### config.mk
export PLATFORM = sky130hd
export DESIGN_NAME = ssb_store_buffer
export DESIGN_NICKNAME = d
export VERILOG_FILES = /design/src/rtl/ssb_pkg.sv /design/src/rtl/ssb_free_find.sv /design/src/rtl/ssb_age_pick.sv /design/src/rtl/ssb_entry.sv /design/src/rtl/ssb_store_buffer.sv
export SDC_FILE = /design/constraint.sdc
export NUM_CORES = 2
export LEC_CHECK = 0
export BUFFER_PORTS_ARGS = -buffer_cell sky130_fd_sc_hd__buf_4
export CORE_MARGIN = 2
export CORE_UTILIZATION = 35
export CTS_CLUSTER_DIAMETER = 30
export DETAILED_ROUTE_END_ITERATION = 8
export PLACE_DENSITY = 0.55
export SLEW_MARGIN = 20
export SYNTH_ARGS = -nofsm -noshare
export SYNTH_HDL_FRONTEND = slang
export SYNTH_SLANG_ARGS = --single-unit
### constraint.sdc
create_clock -name clk -period 44.3 [get_ports clk]
set_input_delay 4.43 -clock clk [delete_from_list [all_inputs] [get_ports clk]]
set_output_delay 4.43 -clock clk [all_outputs]
set_load 0.05 [all_outputs]
### src/rtl/ssb_pkg.sv
package ssb_pkg;
   // Selection direction used by the age pickers
   typedef enum logic {
      SSB_PICK_OLDEST   = 1'b0,
      SSB_PICK_YOUNGEST = 1'b1
   } ssb_pick_e;
endpackage

### src/rtl/ssb_free_find.sv
module ssb_free_find #(
   parameter int N = 8,
   localparam int IW = (N > 1) ? $clog2(N) : 1
) (
   input  logic [N-1:0]  busy,
   output logic          any_free,
   output logic [IW-1:0] free_idx
);
   always_comb begin
      any_free = 1'b0;
      free_idx = '0;
      for (int i = N - 1; i >= 0; i--) begin
         if (!busy[i]) begin
            any_free = 1'b1;
            free_idx = IW'(i);
         end
      end
   end
endmodule

### src/rtl/ssb_age_pick.sv
module ssb_age_pick
   import ssb_pkg::*;
#(
   parameter int        N     = 8,
   parameter int        AGE_W = 8,
   parameter ssb_pick_e MODE  = SSB_PICK_OLDEST,
   localparam int       IW    = (N > 1) ? $clog2(N) : 1
) (
   input  logic [N-1:0]            cand,
   input  logic [N-1:0][AGE_W-1:0] ages,
   output logic                    found,
   output logic [IW-1:0]           pick_idx
);
   logic [AGE_W-1:0] best_age;

   generate
      if (MODE == SSB_PICK_OLDEST) begin : g_oldest
         always_comb begin
            found    = 1'b0;
            pick_idx = '0;
            best_age = '0;
            for (int i = 0; i < N; i++) begin
               if (cand[i] && (!found || ages[i] < best_age)) begin
                  found    = 1'b1;
                  pick_idx = IW'(i);
                  best_age = ages[i];
               end
            end
         end
      end else begin : g_youngest
         always_comb begin
            found    = 1'b0;
            pick_idx = '0;
            best_age = '0;
            for (int i = 0; i < N; i++) begin
               if (cand[i] && (!found || ages[i] > best_age)) begin
                  found    = 1'b1;
                  pick_idx = IW'(i);
                  best_age = ages[i];
               end
            end
         end
      end
   endgenerate
endmodule

### src/rtl/ssb_entry.sv
module ssb_entry #(
   parameter int ADDR_W = 32,
   parameter int DATA_W = 32,
   parameter int AGE_W  = 8
) (
   input  logic              clk,
   input  logic              rst_n,
   input  logic              fill,
   input  logic [ADDR_W-1:0] fill_addr,
   input  logic [DATA_W-1:0] fill_data,
   input  logic [AGE_W-1:0]  fill_age,
   input  logic              retire,
   input  logic              flush,
   input  logic [AGE_W-1:0]  flush_age,
   input  logic              drained,
   output logic              live,
   output logic              spec,
   output logic [ADDR_W-1:0] addr,
   output logic [DATA_W-1:0] data,
   output logic [AGE_W-1:0]  age
);
   logic killed;
   assign killed = flush && live && spec && (age >= flush_age);

   always_ff @(posedge clk) begin
      if (!rst_n) begin
         live <= 1'b0;
         spec <= 1'b0;
      end else if (fill) begin
         live <= 1'b1;
         spec <= 1'b1;
      end else begin
         if (retire)
            spec <= 1'b0;
         if (killed || drained)
            live <= 1'b0;
      end
   end

   always_ff @(posedge clk) begin
      if (fill) begin
         addr <= fill_addr;
         data <= fill_data;
         age  <= fill_age;
      end
   end
endmodule

### src/rtl/ssb_store_buffer.sv
module ssb_store_buffer
   import ssb_pkg::*;
#(
   parameter int DEPTH  = 8,
   parameter int ADDR_W = 32,
   parameter int DATA_W = 32,
   parameter int AGE_W  = 8
) (
   input  logic              clk,
   input  logic              rst_n,
   input  logic              st_valid,
   input  logic [ADDR_W-1:0] st_addr,
   input  logic [DATA_W-1:0] st_data,
   input  logic [AGE_W-1:0]  st_age,
   output logic              st_ready,
   input  logic              cm_valid,
   input  logic              ab_valid,
   input  logic [AGE_W-1:0]  ab_age,
   input  logic              ld_valid,
   input  logic [ADDR_W-1:0] ld_addr,
   input  logic [AGE_W-1:0]  ld_age,
   output logic              ld_hit,
   output logic [DATA_W-1:0] ld_data,
   input  logic              cache_ready,
   output logic              wr_valid,
   output logic [ADDR_W-1:0] wr_addr,
   output logic [DATA_W-1:0] wr_data
);
   localparam int IW = $clog2(DEPTH);

   generate
      if (DEPTH < 2) begin : g_bad_depth
         $error("ssb_store_buffer: DEPTH must be at least 2");
      end
      if (AGE_W < 2) begin : g_bad_age
         $error("ssb_store_buffer: AGE_W must be at least 2");
      end
      if (ADDR_W < 1 || DATA_W < 1) begin : g_bad_width
         $error("ssb_store_buffer: widths must be positive");
      end
   endgenerate

   logic [DEPTH-1:0]             e_live, e_spec;
   logic [DEPTH-1:0][ADDR_W-1:0] e_addr;
   logic [DEPTH-1:0][DATA_W-1:0] e_data;
   logic [DEPTH-1:0][AGE_W-1:0]  e_age;

   logic          any_free;
   logic [IW-1:0] free_idx;
   logic          st_fire;

   logic          cm_found, dr_found, ld_found;
   logic [IW-1:0] cm_idx, dr_idx, ld_idx;
   logic [DEPTH-1:0] ld_match;

   ssb_free_find #(.N(DEPTH)) u_free (
      .busy     (e_live),
      .any_free (any_free),
      .free_idx (free_idx)
   );

   assign st_ready = any_free;
   assign st_fire  = st_valid && any_free && !(ab_valid && st_age >= ab_age);

   // retire target: oldest speculative slot
   ssb_age_pick #(.N(DEPTH), .AGE_W(AGE_W), .MODE(SSB_PICK_OLDEST)) u_cm_pick (
      .cand     (e_live & e_spec),
      .ages     (e_age),
      .found    (cm_found),
      .pick_idx (cm_idx)
   );

   // drain target: oldest retired slot
   ssb_age_pick #(.N(DEPTH), .AGE_W(AGE_W), .MODE(SSB_PICK_OLDEST)) u_dr_pick (
      .cand     (e_live & ~e_spec),
      .ages     (e_age),
      .found    (dr_found),
      .pick_idx (dr_idx)
   );

   // forwarding: youngest matching store older than the load
   generate
      for (genvar g = 0; g < DEPTH; g++) begin : g_match
         assign ld_match[g] = ld_valid && e_live[g] &&
                              (e_addr[g] == ld_addr) && (e_age[g] < ld_age);
      end
   endgenerate

   ssb_age_pick #(.N(DEPTH), .AGE_W(AGE_W), .MODE(SSB_PICK_YOUNGEST)) u_ld_pick (
      .cand     (ld_match),
      .ages     (e_age),
      .found    (ld_found),
      .pick_idx (ld_idx)
   );

   assign ld_hit   = ld_found;
   assign ld_data  = e_data[ld_idx];
   assign wr_valid = dr_found;
   assign wr_addr  = e_addr[dr_idx];
   assign wr_data  = e_data[dr_idx];

   generate
      for (genvar g = 0; g < DEPTH; g++) begin : g_slot
         ssb_entry #(.ADDR_W(ADDR_W), .DATA_W(DATA_W), .AGE_W(AGE_W)) u_entry (
            .clk       (clk),
            .rst_n     (rst_n),
            .fill      (st_fire && free_idx == IW'(g)),
            .fill_addr (st_addr),
            .fill_data (st_data),
            .fill_age  (st_age),
            .retire    (cm_valid && cm_found && cm_idx == IW'(g)),
            .flush     (ab_valid),
            .flush_age (ab_age),
            .drained   (dr_found && cache_ready && dr_idx == IW'(g)),
            .live      (e_live[g]),
            .spec      (e_spec[g]),
            .addr      (e_addr[g]),
            .data      (e_data[g]),
            .age       (e_age[g])
         );
      end
   endgenerate
endmodule

==> impl_results.html <==
<table>
<tr><th>Metric</th><th>Value</th></tr>
<tr><th colspan="2">Outcome</th></tr>
<tr><td>Status</td><td>complete, no violations</td></tr>
<tr><th colspan="2">Timing</th></tr>
<tr><td>Fraction of the cycle the final worst path needs</td><td>61.62%</td></tr>
<tr><td>Highest clock frequency the design can meet</td><td>0.03663 GHz</td></tr>
<tr><td>Least setup slack across all paths after layout</td><td>between 15 and 20 ns</td></tr>
<tr><td>Final Hold Violating Endpoints</td><td>0</td></tr>
<tr><td>Setup TNS</td><td>0 ns</td></tr>
<tr><td>Unrepaired setup endpoints after global routing</td><td>false</td></tr>
<tr><td>Final setup violation count</td><td>0</td></tr>
<tr><td>Slew at the pin closest to its max-slew limit</td><td>about 1.2 ns</td></tr>
<tr><td>Worst relative slew slack</td><td>a little over a fifth</td></tr>
<tr><td>Setup Skew</td><td>0.04337 ns</td></tr>
<tr><td>Final slew viol count</td><td>0</td></tr>
<tr><td>Final min period</td><td>27.30 ns</td></tr>
<tr><th colspan="2">Cells and area</th></tr>
<tr><td>Fill cell instance count of the final layout</td><td>9945</td></tr>
<tr><td>Total number of nets in the final design</td><td>3900</td></tr>
<tr><td>Layout-stage area growth over the synthesis result</td><td>21.51%</td></tr>
<tr><td>Share of cells above drive strength 1</td><td>between 20% and 30%</td></tr>
<tr><th colspan="2">Power</th></tr>
<tr><td>Worst IR drop on VDD</td><td>a little under 0.00005 V</td></tr>
<tr><td>Pleak</td><td>around 0.017 uW</td></tr>
<tr><td>Total power divided by cell area</td><td>between 40 and 50 nW/um^2</td></tr>
<tr><th colspan="2">Route</th></tr>
<tr><td>Antenna-violating nets left</td><td>0</td></tr>
<tr><td>Average detailed-routed wire length per instance</td><td>slightly below 30 um</td></tr>
<tr><td>Violation count after the first detailed-route iteration</td><td>3170</td></tr>
<tr><td>DR vias</td><td>around 30000</td></tr>
<tr><td>Pre-antenna DRT Iters</td><td>6</td></tr>
<tr><td>Count of unresolved DRC violations after routing</td><td>0</td></tr>
<tr><td>DRT Wirelength</td><td>146600 um</td></tr>
<tr><td>Vias per cell</td><td>5.914</td></tr>
<tr><th colspan="2">CTS</th></tr>
<tr><td>Postcts setup bufs</td><td>0</td></tr>
<tr><td>Post-CTS Hold Buffers</td><td>0</td></tr>
<tr><td>Clk_lat worst skew</td><td>0.74 ns</td></tr>
<tr><td>Post-CTS resize count</td><td>0</td></tr>
<tr><td>CTS max path bufs</td><td>3</td></tr>
<tr><td>CTS Sinks</td><td>about 590</td></tr>
<tr><td>CTS Buf Count</td><td>148</td></tr>
<tr><td>Clock Root Buffer</td><td>sky130_fd_sc_hd__clkbuf_16</td></tr>
<tr><td>TritonCTS clock tree</td><td>built</td></tr>
<tr><td>Clock slew seen by the registers of the worst setup and hold paths</td><td>0.04 ns</td></tr>
<tr><td>Clock H-tree levels</td><td>4</td></tr>
<tr><th colspan="2">Placement</th></tr>
<tr><td>Post-detailed-placement half-perimeter wirelength</td><td>103200 um</td></tr>
<tr><td>Worst setup timing slack at the placement stage</td><td>approximately 17 ns</td></tr>
<tr><td>Routability congestion estimate from global placement</td><td>a little over 1</td></tr>
<tr><td>Count of port buffers added during placement</td><td>225</td></tr>
<tr><th colspan="2">Global routing</th></tr>
<tr><td>Total grt overflow</td><td>0</td></tr>
<tr><td>First-pass GRT wire length</td><td>~210000 um</td></tr>
<tr><td>Overall routing resource usage</td><td>between 20% and 30%</td></tr>
<tr><td>Pin count of the biggest net entering global routing</td><td>67</td></tr>
<tr><td>Via count of the first global-routing pass</td><td>29300</td></tr>
<tr><td>Initial antenna violation count</td><td>13</td></tr>
<tr><th colspan="2">Critical path</th></tr>
<tr><td>Kind of capture point of the worst setup path</td><td>output pin</td></tr>
<tr><td>Required @ worst endpoint</td><td>around 40 ns</td></tr>
<tr><td>Delay contributed by the slowest stage of the critical path</td><td>around 0.91 ns</td></tr>
<tr><td>Most frequent CP cell</td><td>sky130_fd_sc_hd__o21a_1</td></tr>
<tr><td>Crit-path max FO</td><td>66</td></tr>
<tr><td>Category of the most critical setup path</td><td>in2out</td></tr>
<tr><td>CP Data Arrival Time</td><td>around 23 ns</td></tr>
<tr><td>Slowest stage cell on the critical path</td><td>sky130_fd_sc_hd__buf_4</td></tr>
<tr><td>Element type at the critical path start</td><td>primary input</td></tr>
<tr><th colspan="2">Run</th></tr>
<tr><td>Maxcap violations</td><td>0</td></tr>
<tr><th colspan="2">Floorplanning</th></tr>
<tr><td>Count of standard-cell rows</td><td>120</td></tr>
<tr><td>Horizontal extent of the die</td><td>332.6 um</td></tr>
<tr><td>Starting density of the core</td><td>a little over a third</td></tr>
<tr><td>Die height</td><td>between 300 and 400 um</td></tr>
<tr><td>Core Footprint</td><td>approximately 110000 sq um</td></tr>
<tr><td># IOs</td><td>around 230</td></tr>
<tr><td>Die outline area</td><td>110600 sq um</td></tr>
<tr><th colspan="2">Yosys</th></tr>
<tr><td>Sequential-to-total area share from yosys stat</td><td>between 40% and 50%</td></tr>
<tr><td>Post-Synthesis Cell Area</td><td>37780 sq um</td></tr>
<tr><td>Synth Instances</td><td>around 3200</td></tr>
<tr><td>Number of enable-type register cells in the synthesized netlist</td><td>576</td></tr>
<tr><td>Share of the synthesized area in the top cell type</td><td>a little under half</td></tr>
<tr><td>Top flip-flop cell by instance count after synthesis</td><td>sky130_fd_sc_hd__edfxtp_1</td></tr>
<tr><td>Number of distinct library cell variants in the gate-level netlist after synthesis</td><td>around 110</td></tr>
<tr><td>Total number of yosys warnings</td><td>0</td></tr>
<tr><td>Nets in the synthesized netlist</td><td>3632</td></tr>
<tr><td>Async SR Flop Fraction</td><td>0%</td></tr>
<tr><td>Average instance area after synthesis</td><td>roughly 12 sq um</td></tr>
<tr><td>Register bit count reported by yosys</td><td>roughly 590</td></tr>
<tr><td>Top cell type by total area after synthesis</td><td>sky130_fd_sc_hd__edfxtp_1</td></tr>
<tr><td>Largest cells by area after synthesis</td><td>sky130_fd_sc_hd__edfxtp_1 46%, sky130_fd_sc_hd__ha_1 9.3%, sky130_fd_sc_hd__mux2_2 5.5%, sky130_fd_sc_hd__mux2i_1 4.1%, sky130_fd_sc_hd__xor2_1 3.6%</td></tr>
<tr><th colspan="2">Worst hold path</th></tr>
<tr><td>Class of the worst hold path</td><td>reg2reg</td></tr>
</table>
## per-layer routing
| layer | GRT usage (%) | vias up | share of wire [%] |
|---|---|---|---|
| li1 | - | 13260 | - |
| met1 | 34.38 | 14740 | 42 |
| met2 | 40.35 | 1363 | 45 |
| met3 | 6.658 | 289 | 8.9 |
| met4 | 10.59 | 20 | 3.8 |
| met5 | 0 | - | 0.094 |
## worst paths after layout
check	start	to	slack, ns	depth (start not counted)
min	g_slot[7].u_entry.spec$_SDFFE_PN0P_	g_slot[7].u_entry.spec$_SDFFE_PN0P_	0.64	2
min reg2reg	g_slot[7].u_entry.spec$_SDFFE_PN0P_	g_slot[7].u_entry.spec$_SDFFE_PN0P_	0.64	2
max	ld_age[7]	ld_data[6]	17.00	81
max reg2reg	g_slot[0].u_entry.live$_SDFFE_PN0P_	g_slot[3].u_entry.live$_SDFFE_PN0P_	26.93	62
## where the power goes
| part | leakage [uW] | internal (uW) | switching (uW) | total [uW] |
|---|---|---|---|---|
| Sequential | 0.00535 | 627 | 7.97 | 635 |
| Clock | 0.00237 | 703 | 350 | 1050 |
| Combinational | 0.00944 | 65.4 | 138 | 203 |
| Total | 0.0172 | 1400 | 496 | 1890 |
## critical path: cells and delay by family
kind	cells	cell delay [ns]
AOI/OAI and AO/OA	42	8.72
and+or+nand+nor	20	3.07
buffers and inverters	7	2.47
adders and majority gates	8	2.34
muxes	4	1.70
## cell type report
type	instances	area [sq um]	share of cell area (%)
clock inverters	104	1164	2.534
diodes	2	5.005	0.01090
well taps	1403	1755	3.823
clock buffers	166	3781	8.235
flip-flops and latches	592	17620	38.37
multi-input cells	2327	18940	41.26
repair buffers	279	2107	4.589
inverters	143	539.3	1.175
## cells in the mapped netlist (all sizes together), types with 34 or more instances
master  number
nand2      149
xor2       157
a21oi      111
nor4        65
o21ai       90
xnor2       98
edfxtp     576
a21o       103
o22ai       90
ha         282
nand4       76
a22o        34
nor2       112
nand2b      37
mux2       186
buf        104
mux2i      155
nand3       62
a221oi     111
o21a        43
clkbuf      57
inv        143
## cells by family (layout without fill, tap and decap cells)
group / count (synthesis) / after routing / share of synthesized area [%]
other: 0 / 2 / 0
XOR/XNOR: 255 / 255 / 5.911
adder cells (fa/ha/maj): 282 / 282 / 9.338
buffers and inverters: 304 / 692 / 3.540
AND/OR/NAND/NOR: 652 / 652 / 9.252
flip-flops: 592 / 592 / 46.62
AO/OA/AOI/OAI: 797 / 797 / 15.69
multiplexers: 341 / 341 / 9.649
## stage by stage
stage                     power (uW)  cell area [sq um]  std cells  utilization [%]  hold slack [ns]
after global placement         844.1              40930       4743            38.24           0.6299
final                           1891              45910       5016            42.89           0.6418
after detailed placement       845.1              40930       4743            38.24           0.6390
after CTS                       1901              45880       5013            42.86           0.6444
after floorplan                763.0              37790       3223                -           0.5200
after global routing            1945              45910       5016            42.89           0.6752
## sequential cells by signal (all words and copies together), names as in the netlist
signal	count
g_slot.u_entry.data	256
g_slot.u_entry.age	64
g_slot.u_entry.addr	256
g_slot.u_entry.live	8
g_slot.u_entry.spec	8
## cell usage in the layout, fill, tap and decap left out, types with 98 or more instances in the layout
cell                        instances
sky130_fd_sc_hd__a21o_1           101
sky130_fd_sc_hd__xnor2_1           98
sky130_fd_sc_hd__a221oi_1         111
sky130_fd_sc_hd__inv_1            142
sky130_fd_sc_hd__mux2_2           186
sky130_fd_sc_hd__nand2_1          148
sky130_fd_sc_hd__nor2_1           105
sky130_fd_sc_hd__ha_1             282
sky130_fd_sc_hd__mux2i_1          155
sky130_fd_sc_hd__buf_4            278
sky130_fd_sc_hd__clkbuf_16        148
sky130_fd_sc_hd__edfxtp_1         576
sky130_fd_sc_hd__xor2_1           157
sky130_fd_sc_hd__a21oi_1          103
Power figures use the tool's default switching activity.
